File: src/rtl/trc_pkg.sv
package trc_pkg;

    typedef enum logic [2:0] {
        FL_IDLE,
        FL_DRAIN,
        FL_VIRT,
        FL_WAIT,
        FL_FINAL
    } flush_state_t;

    // group index k of a run length r: largest k with 2^k <= r+2
    function automatic int fdr_group(input int r);
        int g;
        g = 1;
        for (int k = 1; k < 31; k++) begin
            if (r + 2 >= (1 << k)) g = k;
        end
        return g;
    endfunction

    // right-aligned codeword value; its length is 2*fdr_group(r)
    function automatic int fdr_value(input int r);
        int k;
        int tail;
        k    = fdr_group(r);
        tail = r + 2 - (1 << k);
        return (((1 << (k - 1)) - 1) << (k + 1)) | tail;
    endfunction

endpackage

File: src/rtl/trc_prep.sv
module trc_prep #(
    parameter int VEC_W = 8,
    parameter int IDX_W = $clog2(VEC_W)
) (
    input  logic                   clk,
    input  logic                   rst,
    input  logic [VEC_W*IDX_W-1:0] perm_map,
    input  logic [VEC_W-1:0]       trace_in,
    input  logic                   take,
    input  logic                   clr,
    output logic [VEC_W-1:0]       diff_vec
);
    logic [VEC_W-1:0] mapped;
    logic [VEC_W-1:0] prev_q;
    logic             first_q;

    always_comb begin
        for (int i = 0; i < VEC_W; i++) begin
            mapped[i] = trace_in[perm_map[i*IDX_W +: IDX_W]];
        end
    end

    assign diff_vec = first_q ? mapped : (mapped ^ prev_q);

    always_ff @(posedge clk) begin
        if (rst) begin
            prev_q  <= '0;
            first_q <= 1'b1;
        end else if (clr) begin
            first_q <= 1'b1;
        end else if (take) begin
            prev_q  <= mapped;
            first_q <= 1'b0;
        end
    end

    assert_first_after_clr_R3: assert property (@(posedge clk) disable iff (rst)
        clr |=> first_q);
    assert_first_cleared_R3: assert property (@(posedge clk) disable iff (rst)
        (take && !clr) |=> !first_q);

endmodule

File: src/rtl/trc_fifo.sv
module trc_fifo #(
    parameter int DATA_W = 8,
    parameter int DEPTH  = 2
) (
    input  logic              clk,
    input  logic              rst,
    input  logic              push,
    input  logic [DATA_W-1:0] wdata,
    input  logic              pop,
    output logic [DATA_W-1:0] rdata,
    output logic              full,
    output logic              empty
);
    localparam int PTR_W = (DEPTH > 1) ? $clog2(DEPTH) : 1;
    localparam int CNT_W = $clog2(DEPTH + 1);

    logic [DATA_W-1:0] mem [DEPTH];
    logic [PTR_W-1:0]  wr_ptr;
    logic [PTR_W-1:0]  rd_ptr;
    logic [CNT_W-1:0]  count;

    assign full  = (count == CNT_W'(DEPTH));
    assign empty = (count == '0);
    assign rdata = mem[rd_ptr];

    always_ff @(posedge clk) begin
        if (rst) begin
            wr_ptr <= '0;
            rd_ptr <= '0;
            count  <= '0;
        end else begin
            if (push) begin
                mem[wr_ptr] <= wdata;
                wr_ptr      <= (wr_ptr == PTR_W'(DEPTH - 1)) ? '0 : wr_ptr + 1'b1;
            end
            if (pop) begin
                rd_ptr <= (rd_ptr == PTR_W'(DEPTH - 1)) ? '0 : rd_ptr + 1'b1;
            end
            case ({push, pop})
                2'b10:   count <= count + 1'b1;
                2'b01:   count <= count - 1'b1;
                default: count <= count;
            endcase
        end
    end

    assert_no_overflow_R9: assert property (@(posedge clk) disable iff (rst)
        push |-> !full);
    assert_no_underflow_R9: assert property (@(posedge clk) disable iff (rst)
        pop |-> !empty);

endmodule

File: src/rtl/trc_ser.sv
module trc_ser #(
    parameter int VEC_W = 8,
    parameter int IDX_W = $clog2(VEC_W)
) (
    input  logic             clk,
    input  logic             rst,
    input  logic [VEC_W-1:0] vec_in,
    input  logic             vec_avail,
    output logic             vec_pop,
    input  logic             clr,
    output logic             busy,
    output logic             bit_valid,
    output logic             bit_out,
    input  logic             bit_ready
);
    localparam logic [IDX_W-1:0] TOP = IDX_W'(VEC_W - 1);

    logic [VEC_W-1:0] vec_q;
    logic [IDX_W-1:0] pos_q;
    logic [IDX_W-1:0] done_q;
    logic             rev_q;
    logic             last_take;

    assign vec_pop   = !busy && vec_avail;
    assign bit_valid = busy;
    assign bit_out   = vec_q[pos_q];
    assign last_take = busy && bit_ready && (done_q == TOP);

    always_ff @(posedge clk) begin
        if (rst) begin
            busy   <= 1'b0;
            vec_q  <= '0;
            pos_q  <= '0;
            done_q <= '0;
            rev_q  <= 1'b0;
        end else begin
            if (vec_pop) begin
                busy   <= 1'b1;
                vec_q  <= vec_in;
                pos_q  <= rev_q ? TOP : '0;
                done_q <= '0;
            end else if (busy && bit_ready) begin
                if (done_q == TOP) begin
                    busy  <= 1'b0;
                    rev_q <= ~rev_q;
                end else begin
                    pos_q  <= rev_q ? pos_q - 1'b1 : pos_q + 1'b1;
                    done_q <= done_q + 1'b1;
                end
            end
            if (clr) rev_q <= 1'b0;
        end
    end

    assert_parity_step_R4: assert property (@(posedge clk) disable iff (rst)
        (rev_q != $past(rev_q)) |-> $past(last_take || clr));
    assert_clr_idle_R4: assert property (@(posedge clk) disable iff (rst)
        clr |-> !busy);

endmodule

File: src/rtl/trc_fdr_enc.sv
module trc_fdr_enc
    import trc_pkg::*;
#(
    parameter int CNT_W = 5
) (
    input  logic clk,
    input  logic rst,
    input  logic bit_valid,
    input  logic bit_in,
    output logic bit_ready,
    input  logic flush_go,
    output logic run_pending,
    output logic pbit_valid,
    output logic pbit
);
    localparam int GMAX    = CNT_W - 1;
    localparam int CW_W    = 2 * GMAX;
    localparam int LEFT_W  = $clog2(CW_W + 1);
    localparam int RUN_CAP = (1 << CNT_W) - 3;

    logic [CNT_W-1:0]  run_q;
    logic [CW_W-1:0]   cw_q;
    logic [LEFT_W-1:0] left_q;
    logic              load;
    int                load_run;

    function automatic logic [CW_W-1:0] cw_aligned(input int r);
        int k;
        k = fdr_group(r);
        return CW_W'(fdr_value(r) << (CW_W - 2 * k));
    endfunction

    assign bit_ready   = (left_q == '0);
    assign pbit_valid  = (left_q != '0);
    assign pbit        = cw_q[CW_W-1];
    assign run_pending = (run_q != '0);

    always_comb begin
        load     = 1'b0;
        load_run = 0;
        if (flush_go) begin
            load     = run_pending;
            load_run = int'(run_q);
        end else if (bit_valid && bit_ready) begin
            if (bit_in) begin
                load     = 1'b1;
                load_run = int'(run_q);
            end else if (run_q == CNT_W'(RUN_CAP - 1)) begin
                load     = 1'b1;
                load_run = RUN_CAP;
            end
        end
    end

    always_ff @(posedge clk) begin
        if (rst) begin
            run_q  <= '0;
            cw_q   <= '0;
            left_q <= '0;
        end else begin
            if (load) begin
                cw_q   <= cw_aligned(load_run);
                left_q <= LEFT_W'(2 * fdr_group(load_run));
            end else if (left_q != '0) begin
                cw_q   <= cw_q << 1;
                left_q <= left_q - 1'b1;
            end
            if (flush_go || (bit_valid && bit_ready && (bit_in || load))) begin
                run_q <= '0;
            end else if (bit_valid && bit_ready) begin
                run_q <= run_q + 1'b1;
            end
        end
    end

    assert_run_below_cap_R6: assert property (@(posedge clk) disable iff (rst)
        run_q < CNT_W'(RUN_CAP));
    assert_flush_when_idle_R8: assert property (@(posedge clk) disable iff (rst)
        flush_go |-> (bit_ready && !bit_valid));
    assert_cw_even_R5: assert property (@(posedge clk) disable iff (rst)
        $rose(pbit_valid) |-> !left_q[0]);

endmodule

File: src/rtl/trc_pack.sv
module trc_pack #(
    parameter int WORD_W = 16,
    parameter int OCNT_W = $clog2(WORD_W + 1)
) (
    input  logic              clk,
    input  logic              rst,
    input  logic              pbit_valid,
    input  logic              pbit,
    input  logic              fin,
    input  logic              fin_virt,
    output logic [WORD_W-1:0] out_word,
    output logic              out_valid,
    output logic [OCNT_W-1:0] out_cnt,
    output logic              out_last,
    output logic              out_virt
);
    logic [WORD_W-1:0] acc_q;
    logic [OCNT_W-1:0] fill_q;
    logic [WORD_W-1:0] acc_nx;
    logic              word_done;

    always_comb begin
        acc_nx = acc_q;
        acc_nx[WORD_W - 1 - int'(fill_q)] = pbit;
        word_done = (fill_q == OCNT_W'(WORD_W - 1));
    end

    always_ff @(posedge clk) begin
        if (rst) begin
            acc_q     <= '0;
            fill_q    <= '0;
            out_word  <= '0;
            out_valid <= 1'b0;
            out_cnt   <= '0;
            out_last  <= 1'b0;
            out_virt  <= 1'b0;
        end else begin
            out_valid <= 1'b0;
            out_last  <= 1'b0;
            out_virt  <= 1'b0;
            if (fin) begin
                out_word  <= acc_q;
                out_cnt   <= fill_q;
                out_valid <= 1'b1;
                out_last  <= 1'b1;
                out_virt  <= fin_virt;
                acc_q     <= '0;
                fill_q    <= '0;
            end else if (pbit_valid) begin
                if (word_done) begin
                    out_word  <= acc_nx;
                    out_cnt   <= OCNT_W'(WORD_W);
                    out_valid <= 1'b1;
                    acc_q     <= '0;
                    fill_q    <= '0;
                end else begin
                    acc_q  <= acc_nx;
                    fill_q <= fill_q + 1'b1;
                end
            end
        end
    end

    assert_full_words_R7: assert property (@(posedge clk) disable iff (rst)
        (out_valid && !out_last) |-> (out_cnt == OCNT_W'(WORD_W)));
    assert_fin_quiet_R8: assert property (@(posedge clk) disable iff (rst)
        fin |-> !pbit_valid);
    assert_last_short_R8: assert property (@(posedge clk) disable iff (rst)
        out_last |-> (out_cnt < OCNT_W'(WORD_W)));

endmodule

File: src/rtl/trace_fdr_compressor.sv
module trace_fdr_compressor
    import trc_pkg::*;
#(
    parameter int VEC_W  = 8,
    parameter int WORD_W = 16,
    parameter int CNT_W  = 5,
    parameter int FIFO_D = 2,
    parameter int IDX_W  = $clog2(VEC_W),
    parameter int OCNT_W = $clog2(WORD_W + 1)
) (
    input  logic                   clk,
    input  logic                   rst,
    input  logic [VEC_W*IDX_W-1:0] perm_map,
    input  logic [VEC_W-1:0]       trace_in,
    input  logic                   in_valid,
    output logic                   in_ready,
    input  logic                   flush_req,
    output logic [WORD_W-1:0]      out_word,
    output logic                   out_valid,
    output logic [OCNT_W-1:0]      out_cnt,
    output logic                   out_last,
    output logic                   out_virt
);
    flush_state_t     st_q;
    logic             take;
    logic             sess_clr;
    logic [VEC_W-1:0] diff_vec;
    logic [VEC_W-1:0] q_vec;
    logic             q_full;
    logic             q_empty;
    logic             q_pop;
    logic             ser_busy;
    logic             s_valid;
    logic             s_bit;
    logic             s_ready;
    logic             enc_flush;
    logic             run_pending;
    logic             p_valid;
    logic             p_bit;
    logic             virt_q;
    logic             pack_fin;

    assign in_ready  = (st_q == FL_IDLE) && !q_full;
    assign take      = in_valid && in_ready;
    assign enc_flush = (st_q == FL_VIRT);
    assign pack_fin  = (st_q == FL_FINAL);
    assign sess_clr  = (st_q == FL_FINAL);

    trc_prep #(.VEC_W(VEC_W), .IDX_W(IDX_W)) prep_i (
        .clk(clk), .rst(rst), .perm_map(perm_map), .trace_in(trace_in),
        .take(take), .clr(sess_clr), .diff_vec(diff_vec)
    );

    trc_fifo #(.DATA_W(VEC_W), .DEPTH(FIFO_D)) fifo_i (
        .clk(clk), .rst(rst), .push(take), .wdata(diff_vec), .pop(q_pop),
        .rdata(q_vec), .full(q_full), .empty(q_empty)
    );

    trc_ser #(.VEC_W(VEC_W), .IDX_W(IDX_W)) ser_i (
        .clk(clk), .rst(rst), .vec_in(q_vec), .vec_avail(!q_empty),
        .vec_pop(q_pop), .clr(sess_clr), .busy(ser_busy),
        .bit_valid(s_valid), .bit_out(s_bit), .bit_ready(s_ready)
    );

    trc_fdr_enc #(.CNT_W(CNT_W)) enc_i (
        .clk(clk), .rst(rst), .bit_valid(s_valid), .bit_in(s_bit),
        .bit_ready(s_ready), .flush_go(enc_flush), .run_pending(run_pending),
        .pbit_valid(p_valid), .pbit(p_bit)
    );

    trc_pack #(.WORD_W(WORD_W), .OCNT_W(OCNT_W)) pack_i (
        .clk(clk), .rst(rst), .pbit_valid(p_valid), .pbit(p_bit),
        .fin(pack_fin), .fin_virt(virt_q), .out_word(out_word),
        .out_valid(out_valid), .out_cnt(out_cnt), .out_last(out_last),
        .out_virt(out_virt)
    );

    always_ff @(posedge clk) begin
        if (rst) begin
            st_q   <= FL_IDLE;
            virt_q <= 1'b0;
        end else begin
            case (st_q)
                FL_IDLE:  if (flush_req) st_q <= FL_DRAIN;
                FL_DRAIN: if (q_empty && !ser_busy && s_ready) st_q <= FL_VIRT;
                FL_VIRT: begin
                    virt_q <= run_pending;
                    st_q   <= FL_WAIT;
                end
                FL_WAIT:  if (s_ready) st_q <= FL_FINAL;
                FL_FINAL: st_q <= FL_IDLE;
                default:  st_q <= FL_IDLE;
            endcase
        end
    end

    assert_flush_blocks_input_R9: assert property (@(posedge clk) disable iff (rst)
        (flush_req && st_q == FL_IDLE) |=> !in_ready);
    assert_virt_needs_run_R8: assert property (@(posedge clk) disable iff (rst)
        (out_last && out_virt) |-> (out_cnt != '0 || $past(out_valid)));

endmodule

File: config.mk
export PLATFORM = sky130hd
export DESIGN_NAME = trace_fdr_compressor
export DESIGN_NICKNAME = d
export VERILOG_FILES = /design/src/rtl/trc_pkg.sv /design/src/rtl/trc_prep.sv /design/src/rtl/trc_fifo.sv /design/src/rtl/trc_ser.sv /design/src/rtl/trc_fdr_enc.sv /design/src/rtl/trc_pack.sv /design/src/rtl/trace_fdr_compressor.sv
export SDC_FILE = /design/constraint.sdc
export NUM_CORES = 1
export LEC_CHECK = 0
export ABC_AREA = 1
export BUFFER_PORTS_ARGS = -buffer_cell sky130_fd_sc_hd__buf_2
export CORE_UTILIZATION = 54
export DETAILED_ROUTE_END_ITERATION = 16
export PLACE_DENSITY = 0.8
export SLEW_MARGIN = 20
export SYNTH_ARGS = -nofsm -noshare
export SYNTH_HDL_FRONTEND = slang
export SYNTH_SLANG_ARGS = --single-unit
File: constraint.sdc
create_clock -name clk -period 3.89 [get_ports clk]
set_clock_uncertainty 0.05 [all_clocks]
set_input_delay 1.167 -clock clk [delete_from_list [all_inputs] [get_ports clk]]
set_output_delay 1.167 -clock clk [all_outputs]
set_load 0.1 [all_outputs]
==> reports/results.tsv <==
stage	metric	value	unit
status	status	completed	
yosys	synth-compound-area-share	21.4	%
floorplanning	die-height	107	um
floorplanning	rows	38	
cells_and_area	final_cells	1052	
worst_hold_path	holdCritPathClass	reg -> reg	
yosys	ys_top_cells_by_area	dfxtp_1 32%, nand2_1 13%, edfxtp_1 8.0%	
timing	fin_hold_ws	0.420	ns
clocking	worstSkewPairLatency	0.37	ns
yosys	yosys_warnings	0	
clocking	hold_buffers	0	
power	p_per_area	568	nW/um2
place	placedCellCount	1025	
detailed_routing	ant_nets	0	
detailed_routing	viasPerCell	5.34	
yosys	synth_xor_area_share	2.19	%
yosys	synth_nets	896	
timing	finalCritPeriodShare	94.0	%
yosys	synth_top_area_share	31.7	%
detailed_routing	num_vias	5614	
floorplanning	start_util	55.3	%
cells_and_area	drive_above_1_share	15.1	%
yosys	syn_area_per_cell	7.18	um2
critical_path	critPathKind	reg -> reg	
cells_and_area	antenna_cells	0	
global_routing	top_usage_layer	met2	
yosys	synth-edff-count	16	
detailed_routing	wirelength	13300	um
floorplanning	core	10800	um2
power	ir_worst_vdd	0.404	mV
global_routing	grt_max_degree	30	
yosys	yosysTopAreaCell	dfxtp_1	
yosys	synth_mux_area_share	0	%
global_routing	grt_use_met1	30.9	%
timing	hold_violations	0	
place	io_buffers	60	
detailed_routing	drt-pass1-iter-count	5	
floorplanning	die_area	11500	um2
timing	clock.fmax	273	MHz
floorplanning	die_x	107	um
critical_path	cp-start-kind	register	
global_routing	grt_overflow	0	
critical_path	crit_top_cell	nand2_1	
critical_path	worstPathArrival	3.92	ns
global_routing	grt_usage	23.4	%
global_routing	grt_pass1_wl	22000	um
yosys	synth_top_family_by_area	simple AND/OR/NAND/NOR gates	
yosys	synth_area	6000	um2
detailed_routing	drt_iter0_drc	489	
yosys	yosys.area_share.simple	23.4	%
yosys	ys_types	41	
global_routing	grt_use_met3	3.39	%
clocking	cts_tree	built	
timing	max_slew_margin	57.5	%
critical_path	critPathTopFamily	simple AND/OR/NAND/NOR gates	
place	dp_hpwl	9570	um
power	fin_total_pwr	3860	uW
clocking	h-tree-depth	3	
cells_and_area	area_growth	13.3	%
floorplanning	io-pin-count	61	
cells_and_area	nNetsFinal	968	
global_routing	grt_pass1_vias	4945	
detailed_routing	drcViolationCount	0	
critical_path	crit_fanout	7	
yosys	ys.flop_type	dfxtp_1	
yosys	async_flop_share	0	%
clocking	cts_buffer_depth	2	
place	gp_congestion	0.848	
power	p_leak	0.00291	uW
flow_run	max_cap_viol_count	0	
critical_path	crit_path_end_kind	register	
yosys	yosys_register_bits	111	
cells_and_area	layout_commonest_cell	nand2_1	
clocking	clock_sinks	111	
clocking	clockRootBuffer	clkbuf_8	
cells_and_area	most-common-layout-cells	211 x nand2_1, 93 x dfxtp_1, 89 x a21oi_1, 84 x inv_1, 78 x o21ai_0	
critical_path	cp.buffers_inverters	3	
yosys	synthAdderAreaFrac	5.47	%
detailed_routing	wire_per_inst	12.6	um
timing	drv_slew	0	
timing	layout_min_cycle_time	3.66	ns
critical_path	slowest_stage	fa_2	
critical_path	cp_data_required_time	4.16	ns
yosys	synth-seq-area-share	39.7	%
global_routing	antenna_found_initial	0	
global_routing	grt_use_met2	39.7	%
yosys	synth_cells	835	
timing	finalSetupViolations	0	
timing	tightest_slew	0.636	ns
critical_path	max_stage_delay	0.38	ns
clocking	cts_made_buffers	9	
clocking	path_clk_slew	0.10	ns
## per-layer routing
layer / part of all wire (%) / vias up
met5: 0 / -
met2: 47 / 132
met1: 47 / 2538
li1: - / 2933
met4: 0.87 / 0
met3: 4.3 / 11
## power by group
| group | leakage, uW | internal [uW] | total, uW | switching (uW) |
|---|---|---|---|---|
| Combinational | 0.00190 | 579 | 1740 | 1170 |
| Clock | 0.0000898 | 274 | 646 | 372 |
| Sequential | 0.000918 | 1350 | 1470 | 116 |
| Total | 0.00291 | 2210 | 3860 | 1650 |
## area by class of cell
| cell class | count | area (um2) |
|---|---|---|
| Clock inverter | 2 | 13.8 |
| Fill cell | 967 | 4050 |
| Inverter | 96 | 360 |
| Tap cell | 140 | 175 |
| Multi-Input combinational cell | 603 | 3200 |
| Clock buffer | 14 | 164 |
| Timing Repair Buffer | 86 | 495 |
| Sequential cell | 111 | 2390 |
## path summary, 6_finish.rpt
kind	startpoint	slack, ns	endpoint	depth (start not counted)
max	ser_i.pos_q[0]	0.23	enc_i.cw_q[4]	25
min	virt_q	0.42	pack_i.out_virt	2
max reg2reg	ser_i.pos_q[0]	0.23	enc_i.cw_q[4]	25
min reg2reg	virt_q	0.42	pack_i.out_virt	2
## stage by stage
stage	utilization (%)	instance area [um2]	setup TNS, ns	setup slack, ns
after floorplan	-	6000	0	0.151
after global placement	59.8	6480	0	0.214
after detailed placement	59.8	6480	0	0.112
final	62.7	6800	0	0.234
after global routing	62.7	6800	-0.0657	-0.0486
after CTS	61.4	6660	0	0.0970
## state kept, by name, summed over array words and instances, names as in the netlist, 4 cells and up
signal / flops
pack_i.acc_q: 16
prep_i.prev_q: 8
enc_i.left_q: 4
fifo_i.mem: 16
pack_i.fill_q: 5
enc_i.cw_q: 8
enc_i.run_q: 5
pack_i.out_cnt: 5
pack_i.out_word: 16
ser_i.vec_q: 8
## synthesized netlist by cell type (all sizes together) (5+ instances only)
cell,n
nand2,222
dfxtp,95
a21oi,92
inv,92
o21ai,83
nor2,54
nand3,34
a31oi,29
clkbuf,23
ha,23
o211ai,17
edfxtp,16
xnor2,9
nand4,6
xor2,6
a22oi,5
nor3,5
## worst min-delay path, stage by stage, from the launching register on
cell     delay, ns
dfxtp_1       0.33
inv_1         0.05
nor2_1        0.04
## kinds of logic (layout without fill, tap and decap cells)
logic type	count (synthesis)	count (layout)
AOI/OAI and AO/OA	232	232
adders and majority gates	25	25
buffers and inverters	121	198
DFF	111	111
and+or+nand+nor	330	330
xor gates and xnor gates	15	15
other	1	1
## timing repair
item                       4_1_cts  5_1_grt
hold endpoints to repair         0        0
setup endpoints to repair        0        6
setup buffers                    0       11
resized for setup                0       18
Power figures use the tool's default switching activity.
